### config.mk
export PLATFORM = sky130hd
export DESIGN_NAME = cfgld_eeprom_boot
export DESIGN_NICKNAME = d
export VERILOG_FILES = /design/src/rtl/cfgld_pkg.sv /design/src/rtl/cfgld_qtick.sv /design/src/rtl/cfgld_seq.sv /design/src/rtl/cfgld_eeprom_boot.sv
export SDC_FILE = /design/constraint.sdc
export NUM_CORES = 1
export LEC_CHECK = 0
export BUFFER_PORTS_ARGS = -buffer_cell sky130_fd_sc_hd__buf_4
export CORE_MARGIN = 2
export CORE_UTILIZATION = 45
export DETAILED_ROUTE_END_ITERATION = 10
export MAX_ROUTING_LAYER = met4
export SYNTH_ARGS = -nofsm -noshare
export SYNTH_HDL_FRONTEND = slang
export SYNTH_SLANG_ARGS = --single-unit
### constraint.sdc
create_clock -name clk -period 2.4 [get_ports clk]
set_input_delay 0.24 -clock clk [delete_from_list [all_inputs] [get_ports clk]]
set_output_delay 0.24 -clock clk [all_outputs]
set_load 0.005 [all_outputs]
### src/rtl/cfgld_pkg.sv
package cfgld_pkg;

    // Sequencer phase of the bus engine
    typedef enum logic [2:0] {
        PH_IDLE,
        PH_START,
        PH_TX,
        PH_RSTART,
        PH_RX,
        PH_STOP
    } phase_e;

    // Which outbound byte the transmitter is currently shifting
    typedef enum logic [1:0] {
        TB_DEVW,
        TB_WORD,
        TB_DEVR
    } txsel_e;

    // Requested line levels (1 = released/high)
    typedef struct packed {
        logic scl;
        logic sda;
    } bus_t;

    localparam logic [7:0] WORD_ADDR = 8'h00;

    // System clocks per quarter bit, never below one
    function automatic int unsigned qtr_cycles(int unsigned clk_hz, int unsigned bit_hz);
        int unsigned r;
        r = clk_hz / (bit_hz * 4);
        return (r < 1) ? 1 : r;
    endfunction

    // Line levels per quarter for framing phases; bit phases get the clock shape
    function automatic bus_t frame_levels(phase_e ph, logic [1:0] q);
        bus_t b;
        b.scl = q[0] ^ q[1];
        b.sda = 1'b1;
        case (ph)
            PH_START, PH_RSTART: b.sda = ~q[1];
            PH_STOP: begin
                b.scl = (q != 2'd0);
                b.sda = q[1];
            end
            PH_IDLE: begin
                b.scl = 1'b1;
                b.sda = 1'b1;
            end
            default: ;
        endcase
        return b;
    endfunction

endpackage

### src/rtl/cfgld_qtick.sv
module cfgld_qtick #(
    parameter int unsigned QTR = 1000
) (
    input  logic clk,
    input  logic rst,
    output logic tick_o
);
    localparam int unsigned QW = (QTR > 1) ? $clog2(QTR) : 1;
    localparam logic [QW-1:0] TOP = QW'(QTR - 1);

    logic [QW-1:0] cnt;

    assign tick_o = (cnt == TOP);

    always_ff @(posedge clk) begin
        if (rst || tick_o) cnt <= '0;
        else               cnt <= cnt + 1'b1;
    end

    // the quarter counter never runs past its terminal value
    assert_qtr_bound_R2: assert property (@(posedge clk) disable iff (rst)
        cnt <= TOP);

endmodule

### src/rtl/cfgld_seq.sv
module cfgld_seq
    import cfgld_pkg::*;
#(
    parameter logic [6:0]  DEV_ADDR = 7'h50,
    parameter int unsigned NBYTES   = 16,
    parameter int unsigned ADDR_W   = 4
) (
    input  logic              clk,
    input  logic              rst,
    input  logic              tick,
    input  logic              sda_i,
    output logic              scl_o,
    output logic              sda_o,
    output logic              reg_we_o,
    output logic [ADDR_W-1:0] reg_addr_o,
    output logic [7:0]        reg_data_o,
    output logic              done_o,
    output logic              err_o
);
    localparam logic [ADDR_W-1:0] LAST = ADDR_W'(NBYTES - 1);

    phase_e            st;
    txsel_e            sel;
    logic [1:0]        q;
    logic [3:0]        bitn;
    logic [7:0]        shreg;
    logic [ADDR_W-1:0] cnt;
    logic              nack_q, fin, err, we;
    logic [ADDR_W-1:0] waddr;
    logic [7:0]        wdata;
    bus_t              lv;
    logic              last_byte;

    assign last_byte = (cnt == LAST);

    always_comb begin
        lv = frame_levels(st, q);
        if (st == PH_TX)      lv.sda = (bitn == 4'd8) ? 1'b1 : shreg[7];
        else if (st == PH_RX) lv.sda = (bitn == 4'd8) ? last_byte : 1'b1;
    end

    always_ff @(posedge clk) begin
        if (rst) begin
            st     <= PH_IDLE;
            sel    <= TB_DEVW;
            q      <= '0;
            bitn   <= '0;
            shreg  <= '0;
            cnt    <= '0;
            nack_q <= 1'b0;
            fin    <= 1'b0;
            err    <= 1'b0;
            we     <= 1'b0;
            waddr  <= '0;
            wdata  <= '0;
        end else begin
            we <= 1'b0;
            if (tick) begin
                if (st != PH_IDLE) q <= q + 2'd1;
                case (st)
                    PH_IDLE: if (!fin) st <= PH_START;
                    PH_START, PH_RSTART: if (q == 2'd3) begin
                        bitn  <= '0;
                        shreg <= {DEV_ADDR, (st == PH_RSTART)};
                        sel   <= (st == PH_RSTART) ? TB_DEVR : TB_DEVW;
                        st    <= PH_TX;
                    end
                    PH_TX: begin
                        if (q == 2'd1 && bitn == 4'd8) nack_q <= sda_i;
                        if (q == 2'd3) begin
                            if (bitn != 4'd8) begin
                                shreg <= {shreg[6:0], 1'b0};
                                bitn  <= bitn + 4'd1;
                            end else if (nack_q) begin
                                err <= 1'b1;
                                st  <= PH_STOP;
                            end else begin
                                case (sel)
                                    TB_DEVW: begin
                                        sel   <= TB_WORD;
                                        shreg <= WORD_ADDR;
                                        bitn  <= '0;
                                    end
                                    TB_WORD: st <= PH_RSTART;
                                    default: begin
                                        st   <= PH_RX;
                                        bitn <= '0;
                                        cnt  <= '0;
                                    end
                                endcase
                            end
                        end
                    end
                    PH_RX: begin
                        if (q == 2'd1 && bitn != 4'd8) shreg <= {shreg[6:0], sda_i};
                        if (q == 2'd3) begin
                            if (bitn == 4'd7) begin
                                we    <= 1'b1;
                                waddr <= cnt;
                                wdata <= shreg;
                            end
                            if (bitn != 4'd8)   bitn <= bitn + 4'd1;
                            else if (last_byte) st   <= PH_STOP;
                            else begin
                                cnt  <= cnt + 1'b1;
                                bitn <= '0;
                            end
                        end
                    end
                    PH_STOP: if (q == 2'd3) begin
                        st  <= PH_IDLE;
                        fin <= 1'b1;
                    end
                    default: st <= PH_IDLE;
                endcase
            end
        end
    end

    assign scl_o      = lv.scl;
    assign sda_o      = lv.sda;
    assign reg_we_o   = we;
    assign reg_addr_o = waddr;
    assign reg_data_o = wdata;
    assign done_o     = fin;
    assign err_o      = err;

    // completion is entered only out of the stop phase
    assert_done_after_stop_R10: assert property (@(posedge clk) disable iff (rst)
        $rose(fin) |-> $past(st) == PH_STOP);

    // write strobes come only from the receive phase, within the block
    assert_we_from_read_R7: assert property (@(posedge clk) disable iff (rst)
        we |-> ($past(st) == PH_RX) && (waddr <= LAST));

    // data level holds across an SCL high phase inside a bit
    assert_sda_stable_R4: assert property (@(posedge clk) disable iff (rst)
        (lv.scl && $past(lv.scl) && (st == PH_TX || st == PH_RX) && $past(st) == st)
        |-> lv.sda == $past(lv.sda));

    // once finished the bus stays released for good
    assert_idle_forever_R11: assert property (@(posedge clk) disable iff (rst)
        fin |=> fin && lv.scl && lv.sda);

    // an abandoned load writes nothing
    assert_no_write_on_err_R9: assert property (@(posedge clk) disable iff (rst)
        err |-> !we);

endmodule

### src/rtl/cfgld_eeprom_boot.sv
module cfgld_eeprom_boot
    import cfgld_pkg::*;
#(
    parameter int unsigned CLK_HZ   = 200_000_000,
    parameter int unsigned BIT_HZ   = 50_000,
    parameter logic [6:0]  DEV_ADDR = 7'h50,
    parameter int unsigned NBYTES   = 16,
    parameter int unsigned ADDR_W   = (NBYTES > 1) ? $clog2(NBYTES) : 1
) (
    input  logic              clk,
    input  logic              rst,
    output logic              scl_o,
    output logic              sda_oe_o,
    input  logic              sda_i,
    output logic              reg_we_o,
    output logic [ADDR_W-1:0] reg_addr_o,
    output logic [7:0]        reg_data_o,
    output logic              done_o,
    output logic              err_o
);
    localparam int unsigned QTR = qtr_cycles(CLK_HZ, BIT_HZ);

    logic tick;
    logic sda_lvl;

    cfgld_qtick #(.QTR(QTR)) u_tick (
        .clk    (clk),
        .rst    (rst),
        .tick_o (tick)
    );

    cfgld_seq #(
        .DEV_ADDR (DEV_ADDR),
        .NBYTES   (NBYTES),
        .ADDR_W   (ADDR_W)
    ) u_seq (
        .clk        (clk),
        .rst        (rst),
        .tick       (tick),
        .sda_i      (sda_i),
        .scl_o      (scl_o),
        .sda_o      (sda_lvl),
        .reg_we_o   (reg_we_o),
        .reg_addr_o (reg_addr_o),
        .reg_data_o (reg_data_o),
        .done_o     (done_o),
        .err_o      (err_o)
    );

    assign sda_oe_o = ~sda_lvl;

endmodule

==> results of run 1 <==
==> worst reg2reg max path, stage by stage, from the launching register on <==
cell and delay [ns]:
sky130_fd_sc_hd__dfxtp_1 0.41, sky130_fd_sc_hd__inv_1 0.06, sky130_fd_sc_hd__ha_1 0.21, sky130_fd_sc_hd__and3b_1 0.24
sky130_fd_sc_hd__or3_4 0.41, sky130_fd_sc_hd__or4_1 0.47, sky130_fd_sc_hd__a31oi_1 0.17
==> power breakdown <==
group          total (mW)  switching [mW]  internal, mW  leakage (nW)
registers           0.819         0.00301         0.816         0.397
clock network       0.601           0.289         0.312        0.0543
logic              0.0247          0.0174       0.00734         0.599
total                1.44           0.309          1.14          1.05
==> area by class of cell <==
class / instances / area share
multi-input cells: 210 / 0.497
flip-flops and latches: 49 / 0.355
repair buffers: 23 / 0.0622
well taps: 72 / 0.0324
clock buffers: 5 / 0.0248
clock inverters: 3 / 0.0167
inverters: 9 / 0.0122
==> flip-flops by register name, indices dropped and copies added (netlist names) <==
register and flops:
u_seq.st 3, u_tick.cnt 10, u_seq.sel 2, u_seq.err_o 1
u_seq.cnt 4, u_seq.reg_data_o 8, u_seq.reg_we_o 1, u_seq.done_o 1
u_seq.q 2, u_seq.shreg 8, u_seq.reg_addr_o 4, u_seq.bitn 4
u_seq.nack_q 1
==> path summary, 6_finish.rpt <==
| path | end | cells after the start | slack [ns] | startpoint |
|---|---|---|---|---|
| min | u_seq.nack_q | 3 | 0.18 | sda_i |
| max reg2reg | u_seq.bitn[2] | 6 | 0.36 | u_seq.bitn[0] |
| min reg2reg | u_tick.cnt[0] | 1 | 0.46 | u_tick.cnt[0] |
| max | sda_oe_o | 5 | 0.16 | u_seq.st[2] |
==> kinds of logic after synthesis <==
kind of cell / count (synthesis) / share of synthesized area
AO/OA/AOI/OAI: 57 / 0.154
flip-flops: 49 / 0.391
XOR/XNOR: 9 / 0.0344
multiplexers: 15 / 0.0598
AND/OR/NAND/NOR: 122 / 0.267
buffers and inverters: 23 / 0.0593
adder cells (fa/ha/maj): 7 / 0.0349
==> per-layer routing <==
metal	global-route usage	vias to the layer above	routed length [µm]
met2	0.267	46	2380
met1	0.268	959	2590
li1	-	1039	-
met4	0.0912	0	92
met3	0.0409	8	208
met5	-	-	0
==> cell usage after synthesis, types with 3 or more instances <==
| cell type | n | area share |
|---|---|---|
| sky130_fd_sc_hd__nand2b_1 | 5 | 0.012 |
| sky130_fd_sc_hd__mux2i_1 | 15 | 0.060 |
| sky130_fd_sc_hd__a21oi_1 | 19 | 0.038 |
| sky130_fd_sc_hd__inv_1 | 9 | 0.013 |
| sky130_fd_sc_hd__xnor2_1 | 5 | 0.017 |
| sky130_fd_sc_hd__o21ai_0 | 13 | 0.026 |
| sky130_fd_sc_hd__nor3_1 | 6 | 0.012 |
| sky130_fd_sc_hd__a211oi_1 | 5 | 0.015 |
| sky130_fd_sc_hd__ha_1 | 7 | 0.035 |
| sky130_fd_sc_hd__a31oi_1 | 3 | 0.0075 |
| sky130_fd_sc_hd__clkbuf_1 | 3 | 0.0045 |
| sky130_fd_sc_hd__or4_1 | 4 | 0.012 |
| sky130_fd_sc_hd__buf_6 | 5 | 0.022 |
| sky130_fd_sc_hd__nand4_1 | 7 | 0.017 |
| sky130_fd_sc_hd__dfxtp_1 | 49 | 0.39 |
| sky130_fd_sc_hd__a22o_1 | 5 | 0.017 |
| sky130_fd_sc_hd__or3_1 | 4 | 0.010 |
| sky130_fd_sc_hd__nand3_1 | 7 | 0.014 |
| sky130_fd_sc_hd__nor2_1 | 48 | 0.072 |
| sky130_fd_sc_hd__xor2_1 | 3 | 0.010 |
| sky130_fd_sc_hd__nor3b_1 | 4 | 0.012 |
| sky130_fd_sc_hd__nand2_1 | 13 | 0.019 |
==> stage by stage <==
step | hold WS [ns] | std cells | setup WS (ns)
after floorplan | 0.384 | 282 | 0.551
after global placement | 0.433 | 363 | 0.248
after detailed placement | 0.444 | 363 | 0.211
after CTS | 0.166 | 371 | 0.0603
after global routing | 0.208 | 371 | 0.00893
final | 0.176 | 371 | 0.156
==> repair_timing <==
action,CTS,global route
resized for setup,1,2
endpoints found under the setup margin,1,1
cloned,0,0
==> flow_results.xml, run 1 <==
<?xml version="1.0" encoding="UTF-8"?>
<metrics>
  <group name="setup_path">
    <metric name="timing_worst_setup_path_type" unit="">flip-flop to output port</metric>
    <metric name="crit_path_capture_type" unit="">output port</metric>
    <metric name="crit_slowest_cell" unit="">sky130_fd_sc_hd__or3b_2</metric>
    <metric name="crit_required" unit="ns">2.16</metric>
    <metric name="crit_path_max_cell_delay" unit="ns">0.55</metric>
    <metric name="worst-endpoint-arrival" unit="ns">2.00</metric>
    <metric name="worstPathCellList" unit="">or3b_2 &gt; nor3_1 &gt; a21oi_1 &gt; o31ai_1 &gt; buf_4</metric>
    <metric name="timing.critical_path.buf_inv" unit="">1</metric>
    <metric name="timing.critical_path.max_delay_family" unit="">simple AND/OR/NAND/NOR gates</metric>
    <metric name="timing.critical_path.fanout_max" unit="">18</metric>
    <metric name="cp-start-kind" unit="">flip-flop</metric>
  </group>
  <group name="grt">
    <metric name="grt_start_max_net_pins" unit="">40</metric>
    <metric name="grt_overflow" unit="">0</metric>
    <metric name="first_global_vias" unit="">1933</metric>
    <metric name="grt_usage" unit="">0.193</metric>
    <metric name="antenna_found_initial" unit="">0</metric>
    <metric name="grt_first_pass_wirelength" unit="µm">9290</metric>
  </group>
  <group name="power">
    <metric name="leakage" unit="nW">1.05</metric>
    <metric name="worst_case_vdd_ir_drop" unit="V">0.000336</metric>
    <metric name="power" unit="mW">1.44</metric>
    <metric name="cell_area_power_density" unit="nW/µm²">520</metric>
  </group>
  <group name="synthesis">
    <metric name="postSynthRegisterBits" unit="">49</metric>
    <metric name="synth_nets" unit="">292</metric>
    <metric name="post_synth_num_cell_types" unit="">59</metric>
    <metric name="synthArstFlopShare" unit="">0</metric>
    <metric name="syn_area" unit="µm²">2510</metric>
    <metric name="synth_flop_cell" unit="">sky130_fd_sc_hd__dfxtp_1</metric>
    <metric name="postSynthCellCount" unit="">282</metric>
    <metric name="synth_warnings" unit="">0</metric>
    <metric name="syn_avg_cell_area" unit="µm²">8.90</metric>
    <metric name="yosysSeqAreaShare" unit="">0.391</metric>
    <metric name="synth_edf_count" unit="">0</metric>
  </group>
  <group name="sta">
    <metric name="drv_slew" unit="">0</metric>
    <metric name="slew-limit-headroom" unit="">0.647</metric>
    <metric name="clock-skew-final" unit="ns">0.00655</metric>
    <metric name="min_period" unit="ns">2.24</metric>
    <metric name="setup-tns-final" unit="ns">0</metric>
    <metric name="maxClockFrequency" unit="MHz">446</metric>
    <metric name="post-route-period-util" unit="">0.935</metric>
    <metric name="setup-violations-final" unit="">0</metric>
    <metric name="final_hold_viol_count" unit="">0</metric>
    <metric name="rsz0062_at_grt" unit="">no</metric>
    <metric name="worst_slew_pin_slew" unit="ns">0.527</metric>
  </group>
  <group name="route">
    <metric name="drt-pass1-iter-count" unit="">4</metric>
    <metric name="dr_total_vias" unit="">2052</metric>
    <metric name="vias_per_cell" unit="">5.53</metric>
    <metric name="detailedRoute.firstIterationViolations" unit="">121</metric>
    <metric name="final_antenna_net_count" unit="">0</metric>
    <metric name="wl" unit="µm">5270</metric>
    <metric name="drt_drc_violations_left" unit="">0</metric>
    <metric name="routedWlPerCell" unit="µm">14.2</metric>
  </group>
  <group name="clocking">
    <metric name="maximum_count_of_clock_buffers_along_a_single_path" unit="">2</metric>
    <metric name="cts_root_buffer" unit="">sky130_fd_sc_hd__clkbuf_8</metric>
    <metric name="cts_tree" unit="">built</metric>
    <metric name="cts_setup_buffers" unit="">0</metric>
    <metric name="clock_latency" unit="ns">0.31</metric>
    <metric name="cts.sinks" unit="">49</metric>
    <metric name="clk_pin_slew_worst_paths" unit="ns">0.09</metric>
    <metric name="cts_hold_repair.buffers" unit="">0</metric>
    <metric name="h-tree-depth" unit="">2</metric>
    <metric name="cts-buffers-inserted" unit="">5</metric>
  </group>
  <group name="flow_run">
    <metric name="maxCapViolCount" unit="">0</metric>
  </group>
  <group name="layout">
    <metric name="diodes" unit="">0</metric>
    <metric name="filler_cell_count" unit="">524</metric>
    <metric name="storage_cell_area" unit="µm²">985</metric>
    <metric name="finish.utilization" unit="">0.511</metric>
    <metric name="design.final.nets" unit="">308</metric>
    <metric name="fraction_of_final_layout_cells_sized_beyond_drive_strength_1" unit="">0.164</metric>
    <metric name="multi_input_comb_area" unit="µm²">1380</metric>
    <metric name="fin_area" unit="µm²">2780</metric>
    <metric name="syn_to_final_growth" unit="%">10.6</metric>
    <metric name="layout.cells.most_common_list" unit="">sky130_fd_sc_hd__nor2_1, sky130_fd_sc_hd__dfxtp_1, sky130_fd_sc_hd__buf_4</metric>
    <metric name="layout.cells.most_common" unit="">sky130_fd_sc_hd__nor2_1</metric>
  </group>
  <group name="worst_hold_path">
    <metric name="min-delay-path-class" unit="">input port to flip-flop</metric>
  </group>
  <group name="run_status">
    <metric name="status" unit="">finished, final reports clean</metric>
  </group>
  <group name="floorplanning">
    <metric name="die_height" unit="µm">78.7</metric>
    <metric name="die-area" unit="µm²">6190</metric>
    <metric name="fp.coreArea" unit="µm²">5440</metric>
    <metric name="floorplan.initialDensity" unit="">0.462</metric>
    <metric name="pin_count" unit="">20</metric>
    <metric name="die_width" unit="µm">78.7</metric>
    <metric name="std_cell_rows" unit="">27</metric>
  </group>
  <group name="place">
    <metric name="io_buffer_count" unit="">19</metric>
    <metric name="dpl-instance-area" unit="µm²">2660</metric>
    <metric name="place.detailed.hpwl" unit="µm">3670</metric>
    <metric name="place_congestion" unit="">0.918</metric>
  </group>
</metrics>
Power figures use the tool's default switching activity.
==> run 2: changes to the inputs <==
BUFFER_PORTS_ARGS = -buffer_cell sky130_fd_sc_hd__buf_2   (was -buffer_cell sky130_fd_sc_hd__buf_4)
REMOVE_ABC_BUFFERS = 1   (was unset)
==> run 2 against run 1 <==
  * First-iteration DRC count down 2.5%
  * Via count is 0.73% higher
  * Routed wire length grew 0.11%
  * Clock skew down 0.00086 ns
  * Cell count rose by 0.27%
  * Utilization decreased by 1.2 points
  * Final area decreased by 2.3%
  * Worst hold slack improved by 0.036 ns
  * Global-route usage fell by 0.47 points
  * Count of clock-buffer cells in the layout did not move
  * Sequential power is essentially flat
  * Clock power fell by 16%
  * Critical path type unchanged
  * Largest power group unchanged
==> flow_results.xml, run 2 (same netlist as run 1, synthesis figures left out) <==
<?xml version="1.0" encoding="UTF-8"?>
<metrics>
  <group name="run_status">
    <metric name="status" unit="">finished, final reports clean</metric>
  </group>
  <group name="floorplanning">
    <metric name="die_height" unit="µm">78.7</metric>
    <metric name="std_cell_rows" unit="">27</metric>
    <metric name="pin_count" unit="">20</metric>
    <metric name="floorplan.initialDensity" unit="">0.462</metric>
    <metric name="die_width" unit="µm">78.7</metric>
    <metric name="fp.coreArea" unit="µm²">5440</metric>
    <metric name="die-area" unit="µm²">6190</metric>
  </group>
  <group name="clocking">
    <metric name="cts.sinks" unit="">49</metric>
    <metric name="cts_tree" unit="">built</metric>
    <metric name="clk_pin_slew_worst_paths" unit="ns">0.09</metric>
    <metric name="maximum_count_of_clock_buffers_along_a_single_path" unit="">2</metric>
    <metric name="h-tree-depth" unit="">2</metric>
    <metric name="cts_root_buffer" unit="">sky130_fd_sc_hd__clkbuf_8</metric>
    <metric name="clock_latency" unit="ns">0.31</metric>
    <metric name="cts_setup_buffers" unit="">0</metric>
    <metric name="cts-buffers-inserted" unit="">5</metric>
  </group>
  <group name="setup_path">
    <metric name="worstPathCellList" unit="">or3b_1 &gt; o31ai_1 &gt; buf_2</metric>
    <metric name="crit_path_max_cell_delay" unit="ns">0.72</metric>
    <metric name="worst-endpoint-arrival" unit="ns">2.02</metric>
    <metric name="cp-start-kind" unit="">flip-flop</metric>
    <metric name="timing.critical_path.fanout_max" unit="">17</metric>
    <metric name="timing.critical_path.buf_inv" unit="">1</metric>
    <metric name="crit_slowest_cell" unit="">sky130_fd_sc_hd__dfxtp_1</metric>
    <metric name="crit_required" unit="ns">2.16</metric>
    <metric name="timing.critical_path.max_delay_family" unit="">flip-flops</metric>
    <metric name="timing_worst_setup_path_type" unit="">flip-flop to output port</metric>
    <metric name="crit_path_capture_type" unit="">output port</metric>
  </group>
  <group name="layout">
    <metric name="design.final.nets" unit="">309</metric>
    <metric name="finish.cell_count_without_fillers" unit="">372</metric>
    <metric name="largest_register" unit="">u_tick.cnt</metric>
    <metric name="largest_reg_flops" unit="">10</metric>
    <metric name="filler_cell_count" unit="">528</metric>
    <metric name="finish.utilization" unit="">0.499</metric>
    <metric name="multi_input_comb_area" unit="µm²">1380</metric>
    <metric name="diodes" unit="">0</metric>
    <metric name="fraction_of_final_layout_cells_sized_beyond_drive_strength_1" unit="">0.163</metric>
    <metric name="storage_cell_area" unit="µm²">983</metric>
    <metric name="layout.cells.most_common_list" unit="">sky130_fd_sc_hd__nor2_1, sky130_fd_sc_hd__dfxtp_1, sky130_fd_sc_hd__a21oi_1, sky130_fd_sc_hd__buf_2, sky130_fd_sc_hd__mux2i_1</metric>
    <metric name="syn_to_final_growth" unit="%">8.12</metric>
    <metric name="fin_area" unit="µm²">2720</metric>
    <metric name="layout.cells.most_common" unit="">sky130_fd_sc_hd__nor2_1</metric>
  </group>
  <group name="power">
    <metric name="p_int" unit="mW">1.03</metric>
    <metric name="leakage" unit="nW">1.04</metric>
    <metric name="worst_case_vdd_ir_drop" unit="V">0.000266</metric>
    <metric name="cell_area_power_density" unit="nW/µm²">497</metric>
    <metric name="clock_power_share" unit="">0.374</metric>
    <metric name="power.share.sequential" unit="">0.607</metric>
    <metric name="sw_frac_of_total" unit="">0.234</metric>
    <metric name="combinational_share_of_power" unit="">0.019</metric>
    <metric name="power.net_switching" unit="mW">0.316</metric>
  </group>
  <group name="sta">
    <metric name="setup-violations-final" unit="">0</metric>
    <metric name="maxClockFrequency" unit="MHz">442</metric>
    <metric name="drv_slew" unit="">0</metric>
    <metric name="rsz0062_at_grt" unit="">no</metric>
    <metric name="setup-tns-final" unit="ns">0</metric>
    <metric name="final_hold_viol_count" unit="">0</metric>
    <metric name="slew-limit-headroom" unit="">0.596</metric>
    <metric name="worst_slew_pin_slew" unit="ns">0.605</metric>
    <metric name="post-route-period-util" unit="">0.944</metric>
    <metric name="min_period" unit="ns">2.26</metric>
    <metric name="clock-skew-final" unit="ns">0.00570</metric>
  </group>
  <group name="worst_hold_path">
    <metric name="min-delay-path-class" unit="">input port to flip-flop</metric>
  </group>
  <group name="grt">
    <metric name="antenna_found_initial" unit="">0</metric>
    <metric name="grt_start_max_net_pins" unit="">29</metric>
    <metric name="grt_first_pass_wirelength" unit="µm">8950</metric>
    <metric name="grtUsageMet1" unit="">0.243</metric>
    <metric name="gr-usage-met3" unit="">0.0307</metric>
    <metric name="top_usage_layer" unit="">met2</metric>
    <metric name="grt_usage" unit="">0.188</metric>
    <metric name="met2_usage" unit="">0.297</metric>
    <metric name="first_global_vias" unit="">1917</metric>
    <metric name="grt_overflow" unit="">0</metric>
  </group>
  <group name="place">
    <metric name="place_congestion" unit="">0.857</metric>
    <metric name="dpl-instance-area" unit="µm²">2620</metric>
    <metric name="place.detailed.hpwl" unit="µm">3710</metric>
    <metric name="placed_cells_incl_taps" unit="">364</metric>
    <metric name="io_buffer_count" unit="">19</metric>
  </group>
  <group name="route">
    <metric name="detailedRoute.firstIterationViolations" unit="">118</metric>
    <metric name="dr_total_vias" unit="">2067</metric>
    <metric name="drt_drc_violations_left" unit="">0</metric>
    <metric name="vias_per_cell" unit="">5.56</metric>
    <metric name="wl" unit="µm">5270</metric>
    <metric name="final_antenna_net_count" unit="">0</metric>
    <metric name="drt-pass1-iter-count" unit="">4</metric>
    <metric name="routedWlPerCell" unit="µm">14.2</metric>
  </group>
  <group name="flow_run">
    <metric name="maxCapViolCount" unit="">0</metric>
  </group>
</metrics>
[run 2: cell count changes in the layout (fill, tap and decap cells not counted)]
| cell | before | now |
|---|---|---|
| sky130_fd_sc_hd__inv_6 | 0 | 1 |
| sky130_fd_sc_hd__dfxtp_1 | 46 | 47 |
| sky130_fd_sc_hd__buf_4 | 23 | 5 |
| sky130_fd_sc_hd__buf_2 | 0 | 19 |
| sky130_fd_sc_hd__bufinv_16 | 1 | 0 |
| sky130_fd_sc_hd__dfxtp_2 | 3 | 2 |
[run 2: layout make-up]
cell class,instances,share of cell area
multi-input cells,210,0.509
flip-flops and latches,49,0.362
repair buffers,24,0.0488
well taps,72,0.0332
clock buffers,5,0.0253
inverters,9,0.0124
clock inverters,3,0.00922
[run 2: per-stage QoR]
step	total power, mW	hold WS, ns	setup slack, ns
after floorplan	0.848	0.305	0.341
after global placement	0.865	0.432	0.267
after detailed placement	0.864	0.441	0.304
after CTS	1.37	0.203	0.0277
after global routing	1.42	0.214	0.0208
final	1.35	0.212	0.135
[run 2: power by group through the flow]
stage / Sequential, mW / Combinational (mW) / Clock (mW)
final: 0.819 / 0.0260 / 0.505
after global routing: 0.820 / 0.0307 / 0.566
after CTS: 0.819 / 0.0262 / 0.528
after detailed placement: 0.838 / 0.0261 / 0
after global placement: 0.838 / 0.0264 / 0
after floorplan: 0.838 / 0.0103 / 0
[run 2: timing repair]
action                                  in CTS  in global routing
endpoints found under the setup margin       0                  1
resized for setup                            0                  2
hold buffers                                 0                  0
[run 2: per-layer routing]
metal | share of wire | up-vias
met5 | 0 | -
met4 | 0.016 | 0
met3 | 0.042 | 10
met2 | 0.46 | 54
met1 | 0.48 | 970
li1 | - | 1033
[run 2: worst paths after layout]
check,from,endpoint,slack [ns],cells after the start
max,u_seq.st[1],sda_oe_o,0.14,3
min reg2reg,u_tick.cnt[0],u_tick.cnt[0],0.45,1
min,sda_i,u_seq.nack_q,0.21,3
max reg2reg,u_seq.st[1],u_seq.shreg[3],0.21,4
[run 2: worst reg2reg max path, cell delays in order, from the launching register on]
cell	delay, ns
sky130_fd_sc_hd__dfxtp_1	0.72
sky130_fd_sc_hd__nor2b_1	0.48
sky130_fd_sc_hd__a31oi_1	0.21
sky130_fd_sc_hd__nor4b_2	0.54
sky130_fd_sc_hd__a22o_1	0.20
